--- src/rtl/vlas_pkg.sv ---
package vlas_pkg;

    typedef enum logic [1:0] {
        ACT_NONE  = 2'd0,
        ACT_STEP  = 2'd1,
        ACT_FIELD = 2'd2
    } act_e;

    typedef struct packed {
        logic strobe;
        logic flag;
    } strobe_smp_t;

    function automatic act_e decode_action(input logic rise, input logic flag);
        if (!rise)
            return ACT_NONE;
        return flag ? ACT_STEP : ACT_FIELD;
    endfunction

endpackage

--- src/rtl/vlas_strobe_sync.sv ---
module vlas_strobe_sync
    import vlas_pkg::*;
#(
    parameter int SYNC_STAGES = 2
) (
    input  logic clk,
    input  logic rst,
    input  logic strobe_in,
    input  logic flag_in,
    output act_e act_o
);
    localparam int LAST = SYNC_STAGES - 1;

    strobe_smp_t stg [SYNC_STAGES];
    logic        strobe_prev;

    genvar g;
    generate
        for (g = 0; g < SYNC_STAGES; g++) begin : g_stage
            if (g == 0) begin : g_first
                always_ff @(posedge clk) begin
                    if (rst) stg[0] <= '0;
                    else     stg[0] <= '{strobe: strobe_in, flag: flag_in};
                end
            end else begin : g_next
                always_ff @(posedge clk) begin
                    if (rst) stg[g] <= '0;
                    else     stg[g] <= stg[g-1];
                end
            end
        end
    endgenerate

    always_ff @(posedge clk) begin
        if (rst) strobe_prev <= 1'b0;
        else     strobe_prev <= stg[LAST].strobe;
    end

    always_comb begin
        act_o = decode_action(stg[LAST].strobe & ~strobe_prev, stg[LAST].flag);
    end

    // One action per strobe edge: an action is never followed by another
    assert_one_action_R5: assert property (@(posedge clk) disable iff (rst)
        (act_o != ACT_NONE) |=> (act_o == ACT_NONE));

endmodule

--- src/rtl/vlas_line_ctr.sv ---
module vlas_line_ctr
    import vlas_pkg::*;
#(
    parameter int NUM_LINES = 576,
    parameter int LINE_W    = $clog2(NUM_LINES)
) (
    input  logic              clk,
    input  logic              rst,
    input  act_e              act_i,
    input  logic              interlace_en,
    output logic [LINE_W-1:0] line_o,
    output logic              field_odd_o
);
    localparam logic [LINE_W-1:0] LINE_LAST = LINE_W'(NUM_LINES - 1);

    always_ff @(posedge clk) begin
        if (rst) begin
            line_o      <= '0;
            field_odd_o <= 1'b0;
        end else begin
            unique case (act_i)
                ACT_STEP: begin
                    line_o <= (line_o == LINE_LAST) ? '0 : line_o + 1'b1;
                end
                ACT_FIELD: begin
                    line_o      <= '0;
                    field_odd_o <= interlace_en ? ~field_odd_o : 1'b0;
                end
                default: ;
            endcase
        end
    end

    assert_field_reset_R3: assert property (@(posedge clk) disable iff (rst)
        (act_i == ACT_FIELD) |=> (line_o == '0));

    assert_line_wrap_R7: assert property (@(posedge clk) disable iff (rst)
        (act_i == ACT_STEP && line_o == LINE_LAST) |=> (line_o == '0));

    assert_prog_parity_R8: assert property (@(posedge clk) disable iff (rst)
        (act_i == ACT_FIELD && !interlace_en) |=> !field_odd_o);

    assert_step_keeps_parity_R8: assert property (@(posedge clk) disable iff (rst)
        (act_i == ACT_STEP) |=> $stable(field_odd_o));

    assert_idle_hold_R10: assert property (@(posedge clk) disable iff (rst)
        (act_i == ACT_NONE) |=> ($stable(line_o) && $stable(field_odd_o)));

endmodule

--- src/rtl/vlas_pix_ctr.sv ---
module vlas_pix_ctr
    import vlas_pkg::*;
#(
    parameter int PIX_W = 10
) (
    input  logic             clk,
    input  logic             rst,
    input  act_e             act_i,
    input  logic             pix_we,
    output logic [PIX_W-1:0] pix_o
);
    always_ff @(posedge clk) begin
        if (rst)                     pix_o <= '0;
        else if (act_i != ACT_NONE)  pix_o <= '0;
        else if (pix_we)             pix_o <= pix_o + 1'b1;
    end

    assert_pix_clear_R2: assert property (@(posedge clk) disable iff (rst)
        (act_i != ACT_NONE) |=> (pix_o == '0));

    assert_pix_count_R6: assert property (@(posedge clk) disable iff (rst)
        (act_i == ACT_NONE && pix_we) |=> (pix_o == PIX_W'($past(pix_o) + 1'b1)));

endmodule

--- src/rtl/vlas_addr_map.sv ---
module vlas_addr_map #(
    parameter int LINE_W  = 10,
    parameter int PIX_W   = 10,
    parameter int PITCH_W = 11,
    parameter int ADDR_W  = LINE_W + PITCH_W + 1
) (
    input  logic [LINE_W-1:0]  line_i,
    input  logic [PIX_W-1:0]   pix_i,
    input  logic [PITCH_W-1:0] pitch_i,
    output logic [ADDR_W-1:0]  addr_o
);
    always_comb begin
        addr_o = ADDR_W'(line_i) * ADDR_W'(pitch_i) + ADDR_W'(pix_i);
    end
endmodule

--- src/rtl/vid_line_addr_seq.sv ---
module vid_line_addr_seq
    import vlas_pkg::*;
#(
    parameter int NUM_LINES   = 576,
    parameter int PIX_W       = 10,
    parameter int PITCH_W     = 11,
    parameter int SYNC_STAGES = 2,
    parameter int LINE_W      = $clog2(NUM_LINES),
    parameter int ADDR_W      = LINE_W + PITCH_W + 1
) (
    input  logic               clk,
    input  logic               rst,
    input  logic               incr_strobe,
    input  logic               half_flag,
    input  logic               pix_we,
    input  logic               interlace_en,
    input  logic [PITCH_W-1:0] line_pitch,
    output logic [LINE_W-1:0]  line_addr,
    output logic [PIX_W-1:0]   pix_addr,
    output logic               field_odd,
    output logic [ADDR_W-1:0]  mem_addr
);
    act_e act;

    vlas_strobe_sync #(.SYNC_STAGES(SYNC_STAGES)) u_sync (
        .clk       (clk),
        .rst       (rst),
        .strobe_in (incr_strobe),
        .flag_in   (half_flag),
        .act_o     (act)
    );

    vlas_line_ctr #(.NUM_LINES(NUM_LINES), .LINE_W(LINE_W)) u_line (
        .clk          (clk),
        .rst          (rst),
        .act_i        (act),
        .interlace_en (interlace_en),
        .line_o       (line_addr),
        .field_odd_o  (field_odd)
    );

    vlas_pix_ctr #(.PIX_W(PIX_W)) u_pix (
        .clk    (clk),
        .rst    (rst),
        .act_i  (act),
        .pix_we (pix_we),
        .pix_o  (pix_addr)
    );

    vlas_addr_map #(
        .LINE_W(LINE_W), .PIX_W(PIX_W), .PITCH_W(PITCH_W), .ADDR_W(ADDR_W)
    ) u_map (
        .line_i  (line_addr),
        .pix_i   (pix_addr),
        .pitch_i (line_pitch),
        .addr_o  (mem_addr)
    );

    // The first clock after reset always shows the cleared state
    assert_reset_state_R1: assert property (@(posedge clk)
        $fell(rst) |-> (line_addr == '0 && pix_addr == '0 && !field_odd));

endmodule

--- config.mk ---
export PLATFORM = sky130hd
export DESIGN_NAME = vid_line_addr_seq
export DESIGN_NICKNAME = d
export VERILOG_FILES = /design/src/rtl/vlas_pkg.sv /design/src/rtl/vlas_strobe_sync.sv /design/src/rtl/vlas_line_ctr.sv /design/src/rtl/vlas_pix_ctr.sv /design/src/rtl/vlas_addr_map.sv /design/src/rtl/vid_line_addr_seq.sv
export SDC_FILE = /design/constraint.sdc
export NUM_CORES = 1
export LEC_CHECK = 0
export ABC_AREA = 0
export BUFFER_PORTS_ARGS = -buffer_cell sky130_fd_sc_hd__buf_2
export CAP_MARGIN = 0
export CORE_AREA = 2 2 89 125
export DETAILED_ROUTE_END_ITERATION = 6
export DIE_AREA = 0 0 91 127
export GPL_ROUTABILITY_DRIVEN = 1
export HOLD_SLACK_MARGIN = 0.06
export PLACE_DENSITY = 0.69
export SYNTH_ARGS = -nofsm -noshare
export SYNTH_HDL_FRONTEND = slang
export SYNTH_SLANG_ARGS = --single-unit
--- constraint.sdc ---
create_clock -name clk -period 9.8 [get_ports clk]
set_input_delay 1.96 -clock clk [delete_from_list [all_inputs] [get_ports clk]]
set_output_delay 1.96 -clock clk [all_outputs]
set_load 0.01 [all_outputs]
== After elaboration in Yosys (flattened, before gate mapping) ==
Memories as Yosys holds them, arrays and structs flattened.
Cells that the tools add are included.
Widths: inputs -> output; s select.

* Bits in writable memories: 4
* Bits in read-only memories: 0
* Register bits: 22
* Input port bits: 17
* Latch bits: 0
* Word-level logic and storage cells: 30
* Memories kept: 1
* Output and inout port bits: 43

* Muxes and demuxes: 10
* Bitwise operators: 5
* Multiply operators: 1
* Reductions and logical operators: 3
* Divide/modulo/power cells: 0
* Equal/unequal tests: 3
* Add/subtract/negate cells: 3
* Magnitude comparators: 0
* Shifts and indexed selects: 0

{| class="wikitable"
|+ Memory list
! name !! words !! width !! rd ports !! clocked after memory_dff !! wr ports !! line !! source
|-
| u_sync.stg || 2 || 2 || 2 || 0 || 2 || vlas_strobe_sync.sv:14 || <nowiki>strobe_smp_t stg [SYNC_STAGES];</nowiki>
|}

{| class="wikitable"
|+ Operators by type and width
! kind !! number
|-
| $add 21x10->22 || 1
|-
| $mul 10x11->21 || 1
|-
| $add 10x1->10 const B || 2
|-
| $pmux 10 s2 || 1
|-
| $eq 10x10->1 const B || 1
|-
| $mux 10 || 1
|-
| $mux 2 || 4
|-
| $mux 1 || 4
|-
| $reduce_bool 2->1 || 2
|-
| $eq 2x1->1 const B || 1
|-
| $eq 2x2->1 const B || 1
|-
| $not 1->1 || 2
|-
| $or 1x1->1 || 2
|-
| $reduce_or 2->1 || 1
|-
| $and 1x1->1 || 1
|}

== Longest topological paths before layout ==
* Depth after elaboration: 5
* Gate-level depth with buffers: 19
* Gate-level depth less buffers: 18

== Hierarchy ==
From an unflattened synthesis, not the netlist that was laid out.

* Cells, all modules: 630
* Area, all modules: 5330.1 µm²

{| class="wikitable"
|+ By module, submodules not included
! module !! area each (µm²) !! cells an instance !! instances !! seq. area each (µm²)
|-
| vlas_addr_map || 4132.7 || 498 || 1 || 0.0
|-
| vlas_line_ctr || 583.1 || 70 || 1 || 220.2
|-
| vlas_pix_ctr || 461.7 || 50 || 1 || 200.2
|-
| vlas_strobe_sync || 152.6 || 12 || 1 || 100.1
|}

== Least setup slack after synthesis ==
OpenSTA, ideal clock, no wires.

* Path kind: input-to-output
* From: input line_pitch[0]
* To: output mem_addr[20]
* Stages: 17
* Arrival time: 6.361 ns
* Buffers on the path: 1
* Setup slack: 1.479 ns
* Required time: 7.840 ns
* Cell sequence: clkbuf_1 -> nand2_1 -> fa_1 -> fa_1 -> inv_1 -> fa_1 -> fa_1 -> inv_1 -> fa_1 -> inv_1 -> ha_1 -> a21oi_1 -> nand2_1 -> o21ai_1 -> a21oi_1 -> a211oi_1 -> xnor2_1

* Word-level cells in the longest chain between the ends: 2

{| class="wikitable"
|+ Ends and longest elaborated chain
! element !! line !! source
|-
| start: declaration || vid_line_addr_seq.sv:17 || <nowiki>input logic [PITCH_W-1:0] line_pitch,</nowiki>
|-
| $mul 10x11->21 || vlas_addr_map.sv:13 || <nowiki>addr_o = ADDR_W'(line_i) * ADDR_W'(pitch_i) + ADDR_W'(pix_i);</nowiki>
|-
| $add 21x10->22 || vlas_addr_map.sv:13 ||
|-
| end: declaration || vid_line_addr_seq.sv:21 || <nowiki>output logic [ADDR_W-1:0] mem_addr</nowiki>
|}

No other way between the ends.

== Worst setup path after layout ==
* From: input line_pitch[6]
* To: output mem_addr[20]

Same word-level chain as after synthesis.

==> impl_metrics.toml <==
[timing]
setup_tns_ns = 0
setup_viol = 0
rsz0062_at_grt = "no"
finalMaxSlewViolations = 0
worst_slack_ns = 1.18
slew_headroom = 0.587
fin_crit_sh = 0.879
final_hold_viol_count = 0
clock.fmax_mhz = 116
fin_skew_ns = 0.00128
layout_min_cycle_time_ns = 8.62
holdWs_ns = 0.444
tightestPinTransition_ns = 0.619

[synth]
yosysSeqAreaShare = 0.101
ys.warnings.count = 0
synthesis.area_sq_um = 5130
ys.flop_type = "dfxtp_1"
synth_edf_count = 0
synth_cell_types = 45
synth_nets = 768
syn_inst = 604
synth.avg_cell_area_sq_um = 8.50
async_reset_ff_frac = 0
synth_seq_cells = 26

[placed_design]
gp_congestion = 0.876
placed_cell_area_sq_um = 5500
port_buffers = 59
hpwl_microns = 9190
place_ws_ns = 1.15

[critical_path]
max_stage_delay_ns = 0.55
crit_path_frequent_cell = "fa_1"
crit_family = "adder cells"
worstSetupStartpointType = "primary input"
worstPathCellList = "buf_2 > nand2_1 > fa_1 > fa_1 > inv_1 > fa_1 > fa_1 > inv_1 > fa_1 > inv_1 > ha_1 > a21oi_1 > nand2_1 > o21ai_1 > a21oi_1 > a211oi_1 > xnor2_1 > buf_2"
crit_path_start = "line_pitch[6]"
cp.arrival_ns = 6.66
cp.required_ns = 7.84
critPathBufInv = 5
slowest_stage = "fa_1"
crit_path_max_fanout = 10
path_class = "primary input to primary output"
endpoint_kind = "primary output"
r2r-start = "u_sync.stg[1][1]$_SDFF_PP0_"

[job]
drv_cap = 0

[clock_tree]
numCtsBuffers = 3
clockBufferDepth = 2
cts_tree = "built"
htree_num_levels = 1
postCtsResizedCells = 0
post-cts-setup-buffer-count = 0
clk_latency_ns = 0.25
cts_sinks = 26
cts-root-buf = "clkbuf_16"
clk_pin_slew_ns = 0.06
cts_hold_buf = 0

[power]
leakage_nw = 3.07
power_density_nw_per_um2 = 41.4
vdd_drop_max_mv = 0.0701

[detailed_routing]
drt-vias-per-instance = 5.15
drc = 0
wl_per_cell_microns = 14.0
vias = 4014
initialDrtViolationCount = 141
drtAntennaViolNets = 0
wirelength_microns = 10900
firstDrtPassIters = 4

[worst_hold_path]
min_path_type = "flip-flop to flip-flop"
hp-start = "u_sync.stg[0][0]$_SDFF_PP0_"

[floorplanning]
dieArea_sq_um = 11600
die_h_microns = 127
ios = 60
die_width_microns = 91
rows = 44
start_util = 0.496
core_area_sq_um = 10300

[global_route]
antenna_found_initial = 0
grt_pass1_vias = 4069
grt_max_degree = 18
grtUsageTotal = 0.197
gr-total-overflow = 0
grt_pass1_wl_microns = 18600

[finish]
final_nets = 807
syn_to_final_growth_pct = 8.70
final_util = 0.539
layout-drive-gt1-share = 0.105
fin_area_sq_um = 5580
antenna_cells = 0

[run_status]
status = "finished clean"
==> metrics by stage <==
step	std cells	power, mW
final	779	0.231
after global routing	779	0.245
after CTS	779	0.234
after detailed placement	776	0.148
after global placement	776	0.146
after floorplan	604	0.135
==> cells in the final DEF, fill, tap and decap left out, types with 3 or more instances in the layout <==
| cell type | count |
|---|---|
| and2_1 | 59 |
| nand4_1 | 7 |
| ha_1 | 66 |
| nand2_1 | 72 |
| clkbuf_16 | 3 |
| a31oi_1 | 3 |
| fa_1 | 81 |
| dfxtp_1 | 26 |
| xor2_1 | 12 |
| xnor2_1 | 19 |
| o21ai_0 | 8 |
| nor2b_1 | 7 |
| inv_1 | 114 |
| a21o_1 | 5 |
| nand2b_1 | 3 |
| and3_1 | 4 |
| nor2_1 | 32 |
| nand3_1 | 6 |
| a21oi_1 | 26 |
| buf_2 | 59 |
==> final timing paths <==
check / to / slack, ns / cells after the start
hold reg to reg: u_sync.stg[1][0]$_SDFF_PP0_ / 0.44 / 1
setup reg to reg: u_line.line_o[9]$_SDFFE_PP0P_ / 7.49 / 9
setup / recovery: mem_addr[20] / 1.18 / 18
hold / removal: u_sync.stg[1][0]$_SDFF_PP0_ / 0.44 / 1
==> logic make-up (layout without fill, tap and decap cells) <==
| logic type | count (synthesis) | after routing | share of synthesized area |
|---|---|---|---|
| XOR/XNOR | 31 | 31 | 0.0529 |
| AND/OR/NAND/NOR | 201 | 201 | 0.195 |
| adder cells (fa/ha/maj) | 147 | 147 | 0.477 |
| multiplexers | 1 | 1 | 0.00195 |
| flip-flops | 26 | 26 | 0.101 |
| buffers and inverters | 139 | 176 | 0.102 |
| AO/OA/AOI/OAI | 59 | 59 | 0.0702 |
==> Yosys cell counts, types with 4 or more instances <==
library cell	count	area (sq um)
nand4_1	7	43.8
nor2_1	32	120
clkbuf_1	23	86.3
xor2_1	12	105
ha_1	66	826
o21ai_0	8	40.0
nand2_1	72	270
nor2b_1	7	43.8
and3_1	4	25.0
dfxtp_1	26	521
inv_1	114	428
and2_1	59	369
nand3_1	6	30.0
a21oi_1	26	130
fa_1	81	1620
a21o_1	5	37.5
xnor2_1	19	166
==> power breakdown <==
group | internal (mW) | switching, mW
Sequential | 0.108 | 0.00284
Combinational | 0.0128 | 0.0214
Clock | 0.0539 | 0.0320
==> layer usage <==
layer	track usage	vias up	routed length, microns
li1	-	1930	-
met1	0.230	1975	4170
met2	0.371	85	5980
met3	0.0177	24	327
met4	0.0749	0	454
met5	0	-	0
==> state kept, by name, indices dropped and copies added, names as in the netlist <==
name	count
u_line.line_o	10
u_sync.strobe_prev	1
u_sync.stg	4
u_pix.pix_o	10
u_line.field_odd_o	1
==> final cells by class <==
type | count | area, sq um
fill | 1042 | 4770
multi-input combinational | 439 | 4090
sequential | 26 | 520
inverter | 114 | 428
timing repair buffer | 59 | 295
tap | 138 | 173
clock buffer | 3 | 75.1
No activity file was read; power rests on OpenSTA's default activity.
